**src/rtl/fftd_pkg.sv**
```systemverilog
`timescale 1ns/1ps
package fftd_pkg;
    parameter int unsigned SCALE_W = 4;
    parameter int unsigned QDEPTH  = 2;
    localparam int unsigned QCW    = $clog2(QDEPTH + 1);

    typedef struct packed {
        logic               sync_mode;
        logic               big;
        logic [SCALE_W-1:0] scale;
    } blk_desc_t;
endpackage

```
**src/rtl/fftd_blk_queue.sv**
```systemverilog
`timescale 1ns/1ps
module fftd_blk_queue
    import fftd_pkg::*;
(
    input  logic               clk,
    input  logic               rst_n,
    input  logic               push,
    input  blk_desc_t          din,
    input  logic               pop,
    output logic [QCW-1:0]     cnt,
    output logic [QDEPTH-1:0]  q_sync,
    output logic [QDEPTH-1:0]  q_big,
    output logic [SCALE_W-1:0] head_scale
);
    typedef struct packed {
        blk_desc_t [QDEPTH-1:0] ent;
        logic [QCW-1:0]         cnt;
    } bq_t;

    bq_t q_q, q_d;

    always_comb begin
        q_d = q_q;
        if (pop) begin
            for (int i = 0; i < int'(QDEPTH) - 1; i++) begin
                q_d.ent[i] = q_q.ent[i+1];
            end
            q_d.cnt = q_q.cnt - 1'b1;
        end
        if (push) begin
            for (int i = 0; i < int'(QDEPTH); i++) begin
                if (QCW'(i) == q_d.cnt) begin
                    q_d.ent[i] = din;
                end
            end
            q_d.cnt = q_d.cnt + 1'b1;
        end
    end

    always_ff @(posedge clk or negedge rst_n) begin
        if (!rst_n) q_q <= '0;
        else        q_q <= q_d;
    end

    genvar g;
    generate
        for (g = 0; g < int'(QDEPTH); g++) begin : g_flags
            assign q_sync[g] = q_q.ent[g].sync_mode;
            assign q_big[g]  = q_q.ent[g].big;
        end
    endgenerate

    assign cnt        = q_q.cnt;
    assign head_scale = q_q.ent[0].scale;
endmodule

```
**src/rtl/fftd_fetch.sv**
```systemverilog
`timescale 1ns/1ps
module fftd_fetch
    import fftd_pkg::*;
#(
    parameter int unsigned DATA_W    = 16,
    parameter int unsigned SMALL_LEN = 256,
    parameter int unsigned LARGE_LEN = 1024,
    parameter int unsigned PRIME     = 2
) (
    input  logic                          clk,
    input  logic                          rst_n,
    input  logic [QCW-1:0]                q_cnt,
    input  logic [QDEPTH-1:0]             q_sync,
    input  logic [QDEPTH-1:0]             q_big,
    input  logic                          pop,
    input  logic                          strobe,
    input  logic                          xfer,
    input  logic [DATA_W-1:0]             rd_re,
    input  logic [DATA_W-1:0]             rd_im,
    output logic [$clog2(LARGE_LEN)-1:0]  rd_addr,
    output logic                          rd_bank,
    output logic                          head_vld,
    output logic                          head_vld_nx,
    output logic                          head_last,
    output logic [DATA_W-1:0]             head_re,
    output logic [DATA_W-1:0]             head_im
);
    localparam int unsigned AW   = $clog2(LARGE_LEN);
    localparam int unsigned HEAD = PRIME - 1;
    localparam logic [AW-1:0] SMALL_M1 = AW'(SMALL_LEN - 1);
    localparam logic [AW-1:0] LARGE_M1 = AW'(LARGE_LEN - 1);

    typedef struct packed {
        logic                           live;
        logic [AW-1:0]                  idx;
        logic                           bank;
        logic                           sync_mode;
        logic                           big;
        logic [QCW-1:0]                 started;
        logic [PRIME-1:0]               vld;
        logic [PRIME-1:0]               last;
        logic [PRIME-1:0][DATA_W-1:0]   re;
        logic [PRIME-1:0][DATA_W-1:0]   im;
    } fst_t;

    fst_t q_q, q_d;

    logic          can_start, pick_sync, pick_big;
    logic          eff_live, eff_bank, eff_sync, eff_big, eff_last;
    logic [AW-1:0] eff_idx;
    logic          pace, shift;

    always_comb begin
        pick_sync = q_sync[0];
        pick_big  = q_big[0];
        for (int i = 0; i < int'(QDEPTH); i++) begin
            if (QCW'(i) == q_q.started) begin
                pick_sync = q_sync[i];
                pick_big  = q_big[i];
            end
        end
        can_start = !q_q.live && (q_q.started < q_cnt);
        eff_live  = q_q.live | can_start;
        eff_idx   = can_start ? '0 : q_q.idx;
        eff_bank  = can_start ? ~q_q.bank : q_q.bank;
        eff_sync  = can_start ? pick_sync : q_q.sync_mode;
        eff_big   = can_start ? pick_big  : q_q.big;
        eff_last  = eff_idx == (eff_big ? LARGE_M1 : SMALL_M1);
        pace      = !q_q.vld[HEAD] && eff_live && (eff_sync ? strobe : 1'b1);
        shift     = xfer | pace;

        q_d = q_q;
        if (can_start) begin
            q_d.live      = 1'b1;
            q_d.idx       = '0;
            q_d.bank      = eff_bank;
            q_d.sync_mode = eff_sync;
            q_d.big       = eff_big;
            q_d.started   = q_q.started + 1'b1;
        end
        if (pop) begin
            q_d.started = q_d.started - 1'b1;
        end
        if (shift) begin
            for (int i = int'(HEAD); i > 0; i--) begin
                q_d.vld[i]  = q_q.vld[i-1];
                q_d.last[i] = q_q.last[i-1];
                q_d.re[i]   = q_q.re[i-1];
                q_d.im[i]   = q_q.im[i-1];
            end
            q_d.vld[0]  = eff_live;
            q_d.last[0] = eff_live && eff_last;
            q_d.re[0]   = rd_re;
            q_d.im[0]   = rd_im;
            if (eff_live) begin
                if (eff_last) begin
                    q_d.live = 1'b0;
                    q_d.idx  = '0;
                end else begin
                    q_d.idx = eff_idx + 1'b1;
                end
            end
        end
    end

    always_ff @(posedge clk or negedge rst_n) begin
        if (!rst_n) begin
            q_q      <= '0;
            q_q.bank <= 1'b1;
        end else begin
            q_q <= q_d;
        end
    end

    assign rd_addr     = eff_idx;
    assign rd_bank     = eff_bank;
    assign head_vld    = q_q.vld[HEAD];
    assign head_vld_nx = q_d.vld[HEAD];
    assign head_last   = q_q.last[HEAD];
    assign head_re     = q_q.re[HEAD];
    assign head_im     = q_q.im[HEAD];
endmodule

```
**src/rtl/fftd_dav_ctrl.sv**
```systemverilog
`timescale 1ns/1ps
module fftd_dav_ctrl #(
    parameter int unsigned DLY = 24
) (
    input  logic clk,
    input  logic rst_n,
    input  logic strobe,
    input  logic den_n,
    input  logic dly_en,
    input  logic have_blk,
    input  logic head_sync,
    input  logic head_vld,
    input  logic head_vld_nx,
    input  logic head_last,
    output logic dav,
    output logic xfer,
    output logic pop
);
    localparam int unsigned DCW = $clog2(DLY + 2);
    localparam logic [DCW-1:0] DLY_M1 = DCW'(DLY - 1);
    localparam bit HAS_DLY = DLY > 0;

    typedef struct packed {
        logic           dav;
        logic [DCW-1:0] dcnt;
    } dav_t;

    dav_t q_q, q_d;

    always_comb begin
        xfer = strobe && q_q.dav && !den_n;
        pop  = xfer && head_last;
        q_d  = q_q;
        if (q_q.dav) begin
            if (pop) begin
                q_d.dav  = 1'b0;
                q_d.dcnt = '0;
            end
        end else if (have_blk) begin
            if (head_sync) begin
                if (strobe) begin
                    if (HAS_DLY && dly_en) begin
                        if (head_vld) begin
                            if (q_q.dcnt == DLY_M1) begin
                                q_d.dav  = 1'b1;
                                q_d.dcnt = '0;
                            end else begin
                                q_d.dcnt = q_q.dcnt + 1'b1;
                            end
                        end
                    end else if (head_vld_nx) begin
                        q_d.dav = 1'b1;
                    end
                end
            end else if (head_vld_nx) begin
                q_d.dav = 1'b1;
            end
        end
    end

    always_ff @(posedge clk or negedge rst_n) begin
        if (!rst_n) q_q <= '0;
        else        q_q <= q_d;
    end

    assign dav = q_q.dav;
endmodule

```
**src/rtl/fftd_dump_ctrl.sv**
```systemverilog
`timescale 1ns/1ps
module fftd_dump_ctrl
    import fftd_pkg::*;
#(
    parameter int unsigned DATA_W    = 16,
    parameter int unsigned SMALL_LEN = 256,
    parameter int unsigned LARGE_LEN = 1024,
    parameter int unsigned PRIME     = 2,
    parameter int unsigned DLY       = 24
) (
    input  logic                         clk,
    input  logic                         rst_n,
    input  logic                         xform_done,
    input  logic                         size_big,
    input  logic                         dly_en,
    input  logic                         dump_en_n,
    input  logic                         ostb,
    input  logic [SCALE_W-1:0]           scale_in,
    input  logic [DATA_W-1:0]            rd_re,
    input  logic [DATA_W-1:0]            rd_im,
    output logic [$clog2(LARGE_LEN)-1:0] rd_addr,
    output logic                         rd_bank,
    output logic                         dav_n,
    output logic                         out_oe,
    output logic [DATA_W-1:0]            out_re,
    output logic [DATA_W-1:0]            out_im,
    output logic [SCALE_W-1:0]           scale_out
);
    localparam int unsigned AW = $clog2(LARGE_LEN);

    logic [QCW-1:0]     q_cnt;
    logic [QDEPTH-1:0]  q_sync, q_big;
    logic [SCALE_W-1:0] head_scale;
    logic               push, pop, xfer, dav, head_sync;
    logic               head_vld, head_vld_nx, head_last;
    logic [DATA_W-1:0]  head_re, head_im;
    blk_desc_t          new_desc;

    assign push      = xform_done && (q_cnt < QCW'(QDEPTH));
    assign new_desc  = '{sync_mode: !dump_en_n, big: size_big, scale: scale_in};
    assign head_sync = q_sync[0];

    fftd_blk_queue u_queue (
        .clk(clk), .rst_n(rst_n), .push(push), .din(new_desc), .pop(pop),
        .cnt(q_cnt), .q_sync(q_sync), .q_big(q_big), .head_scale(head_scale)
    );

    fftd_fetch #(
        .DATA_W(DATA_W), .SMALL_LEN(SMALL_LEN), .LARGE_LEN(LARGE_LEN), .PRIME(PRIME)
    ) u_fetch (
        .clk(clk), .rst_n(rst_n), .q_cnt(q_cnt), .q_sync(q_sync), .q_big(q_big),
        .pop(pop), .strobe(ostb), .xfer(xfer), .rd_re(rd_re), .rd_im(rd_im),
        .rd_addr(rd_addr), .rd_bank(rd_bank), .head_vld(head_vld),
        .head_vld_nx(head_vld_nx), .head_last(head_last),
        .head_re(head_re), .head_im(head_im)
    );

    fftd_dav_ctrl #(.DLY(DLY)) u_dav (
        .clk(clk), .rst_n(rst_n), .strobe(ostb), .den_n(dump_en_n), .dly_en(dly_en),
        .have_blk(q_cnt != '0), .head_sync(head_sync), .head_vld(head_vld),
        .head_vld_nx(head_vld_nx), .head_last(head_last),
        .dav(dav), .xfer(xfer), .pop(pop)
    );

    assign dav_n     = !dav;
    assign out_oe    = dav && !dump_en_n;
    assign out_re    = out_oe ? head_re : '0;
    assign out_im    = out_oe ? head_im : '0;
    assign scale_out = dav ? head_scale : '0;
endmodule

```
**config.mk**
```make
export PLATFORM = sky130hd
export DESIGN_NAME = fftd_dump_ctrl
export DESIGN_NICKNAME = d
export VERILOG_FILES = /design/src/rtl/fftd_pkg.sv /design/src/rtl/fftd_blk_queue.sv /design/src/rtl/fftd_fetch.sv /design/src/rtl/fftd_dav_ctrl.sv /design/src/rtl/fftd_dump_ctrl.sv
export SDC_FILE = /design/constraint.sdc
export NUM_CORES = 1
export LEC_CHECK = 0
export BUFFER_PORTS_ARGS = -buffer_cell sky130_fd_sc_hd__buf_2
export CAP_MARGIN = 10
export CORE_ASPECT_RATIO = 1.25
export CORE_UTILIZATION = 50
export DETAILED_ROUTE_END_ITERATION = 16
export PLACE_DENSITY = 0.82
export SETUP_SLACK_MARGIN = 0.05
export SLEW_MARGIN = 20
export SYNTH_ARGS = -nofsm -noshare
export SYNTH_HDL_FRONTEND = slang
export SYNTH_SLANG_ARGS = --single-unit
```
**constraint.sdc**
```tcl
create_clock -name clk -period 6.5 [get_ports clk]
set_input_delay 1.95 -clock clk [delete_from_list [all_inputs] [get_ports clk]]
set_output_delay 1.95 -clock clk [all_outputs]
set_load 0.05 [all_outputs]
```
==> metrics.txt <==
WP data required 4.55 ns; Final Util 61.1%; Worst Setup SP dump_en_n; clk buf depth 2; Final Hold Fails 0; largest net degree at the start of global routing 81; outcome completed; Die X 90.3 um; area share of the leading cell type in the synthesized netlist 52.9%; Startpoint Class primary input; Hold Crit Class reg -> reg; met3 WL 552 um; EDFF count, synth 0; # Post-CTS Setup Buffers 0; R2R setup slack 3.59 ns; gpl congestion 0.805; Async S/R FF share, synth 100%; Layout Skew 0.00813 ns; die height 112 um; GRT Overall Usage 19.9%; yosys warns 0; die area 10100 sq um; Metal-1 WL 4.06 mm; Crit. End Element output pin; Leakage 2.67 nW; worst r2r src u_queue.cnt[1]; Ports 92; Synth area leader dfrtp_1; CP most frequent cell buf_2; n_diodes 0; Post-Syn Nets 462; dpl hpwl 6.41 mm; hold endpoint u_fetch.head_re[5]; Slew @ Worst Pin 0.960 ns; footprint of the multi-input gates 2080 sq um; flops & latches, synth 104; Cells after Synth 412; remaining antenna violation count after routing 0; post-synthesis cell type count 50; sequential fraction of the synthesis area 53.4%; CTS Buf Count 9; period utilisation layout 75.6%; crit-path cells buf_2 -> nor2b_2 -> buf_4 -> and2_1 -> buf_2; setup tns final 0 ns; global-route wire length before repair 16.1 mm; Max H-tree Level 3; maximum clock frequency 204 MHz; DRC 0; WL met2 4.66 mm; vias per inst 5.40; pwr dens 449 nW/um^2; Avg WL per Cell 15.0 um; Syn Std Cell Area 4870 sq um; Fill cells 742; Post-synth top flop dfrtp_1; clk root buf clkbuf_16; cts hold-fix bufs 0; clk_lat worst skew 0.35 ns; Worst R2R Path Depth 11; via count 3379; syn_area_per_cell 11.8 sq um; worst hold stages 1; Final min period 4.91 ns; CTS tree done; setup violators final 0; WL final 9.37 mm; clk slew on worst S/H paths 0.07 ns; biggest cell delay along the critical path 0.33 ns; crit path kind in -> out; layout cell share with drive strength beyond 1 26.4%; DR iter-0 viols 185; most frequent cell after synthesis dfrtp_1; RSZ-0062 raised after global routing false; top layer in use met4; Final Slew Violations 0; DRT Pass-1 Iters 4; register area 2600 sq um; final net count 548; GR Overflow Total 0; Slowest cell on crit path buf_4; synth top area cells dfrtp_1 53%, mux2_1 14%, and2_1 5.1%, mux2_2 2.8%, nand2_1 2.7%; max-cap violation count 0; port bufs 91; area of the core 9320 sq um; post-cts repair resize count 0; Area Overhead vs Synth 16.9%; number of global-route vias before repair 3436; relative slew slack 36.0%; CP max FO 37; VDD IR max 0.257 mV; CP arrival 2.96 ns; initial antenna violation count 0; Initial Util 52.3%; row count 39; hold_sp u_fetch.head_re[5]; Reg2Reg Capture Point u_fetch.q_q[82]; TritonCTS sink count 104; synth cell count leaders 103 x dfrtp_1, 60 x mux2_1, 40 x and2_1
==> critical path: cells and delay by family <==
kind                   cells  cell delay (ns)
buffers and inverters      3             0.71
and+or+nand+nor            2             0.29
==> where the power goes <==
part / switching [W] / internal, W / total (W)
sequential: 0.000134 / 0.000881 / 0.00101
clock: 0.000243 / 0.000342 / 0.000585
combinational: 0.000631 / 0.000326 / 0.000957
total: 0.00101 / 0.00155 / 0.00256
==> sequential cells by signal (all words and copies together), names as in the netlist <==
signal and count:
u_fetch.q_q 50, u_fetch.head_im 16, u_fetch.head_re 16, u_dav.q_q 5, u_queue.head_scale 4, u_queue.q_q 4, u_queue.cnt 2, u_queue.q_big 2
u_queue.q_sync 2, u_dav.dav 1, u_fetch.head_last 1, u_fetch.head_vld 1
==> worst max path at each step <==
| stage | slack, ns | cells past startpoint | to |
|---|---|---|---|
| final | 1.59 | 5 | out_re[0] |
| after global routing | 1.52 | 5 | out_re[9] |
| after CTS | 1.58 | 5 | out_re[0] |
| after detailed placement | 1.58 | 5 | out_re[8] |
| after global placement | 1.62 | 5 | out_re[8] |
| after floorplan | 1.27 | 4 | out_im[10] |
==> metal layers <==
metal,vias up,track usage (%)
met5,-,0
met4,0,6.88
met3,9,5.49
met2,112,33.8
met1,1668,24.5
li1,1590,-
==> cell usage in the layout (no fill, tap or decap), types with 2 or more instances in the layout <==
cell / Yosys / layout
nor3_1: 6 / 6
nand3_1: 11 / 11
o31ai_1: 3 / 3
inv_6: 0 / 2
a211oi_1: 2 / 2
nor2_1: 19 / 19
nand2_1: 35 / 35
buf_4: 3 / 4
ha_1: 7 / 7
a31oi_1: 6 / 6
or3_1: 3 / 3
nand2b_1: 2 / 2
a21oi_1: 12 / 12
mux2_2: 12 / 12
nand4b_1: 2 / 2
xor2_1: 4 / 4
mux2i_1: 3 / 3
bufinv_16: 0 / 2
dfrtp_1: 103 / 103
mux2_1: 60 / 60
clkbuf_16: 0 / 9
buf_2: 3 / 90
inv_1: 13 / 13
o21ai_0: 14 / 14
nor2b_1: 2 / 2
a21o_1: 3 / 3
xnor2_1: 8 / 8
and2_1: 40 / 40
==> cells by family after synthesis <==
family	Yosys count	share of synthesized area [%]
fa+ha+maj	7	1.80
compound gates	52	7.04
flops	104	53.4
mux	75	17.3
xor+xnor	12	2.16
buf+inv	32	3.85
simple gates	130	14.5
==> cell type report <==
class	count	share of cell area, %
clock buffers	9	3.96
clock inverters	7	1.78
inverters	13	0.857
multi-input cells	276	36.5
flip-flops and latches	104	45.7
well taps	123	2.70
repair buffers	94	8.44
==> through the flow <==
stage	power, W	hold WS [ns]	area [sq um]	cells	worst slack [ns]
after floorplan	0.00179	0.449	4870	412	1.27
after global placement	0.00194	0.458	5370	610	1.62
after detailed placement	0.00198	0.467	5370	610	1.58
after CTS	0.00259	0.483	5690	626	1.58
after global routing	0.00271	0.504	5690	626	1.52
final	0.00256	0.478	5690	626	1.59
Note: power is estimated with default switching activity, not from simulation.
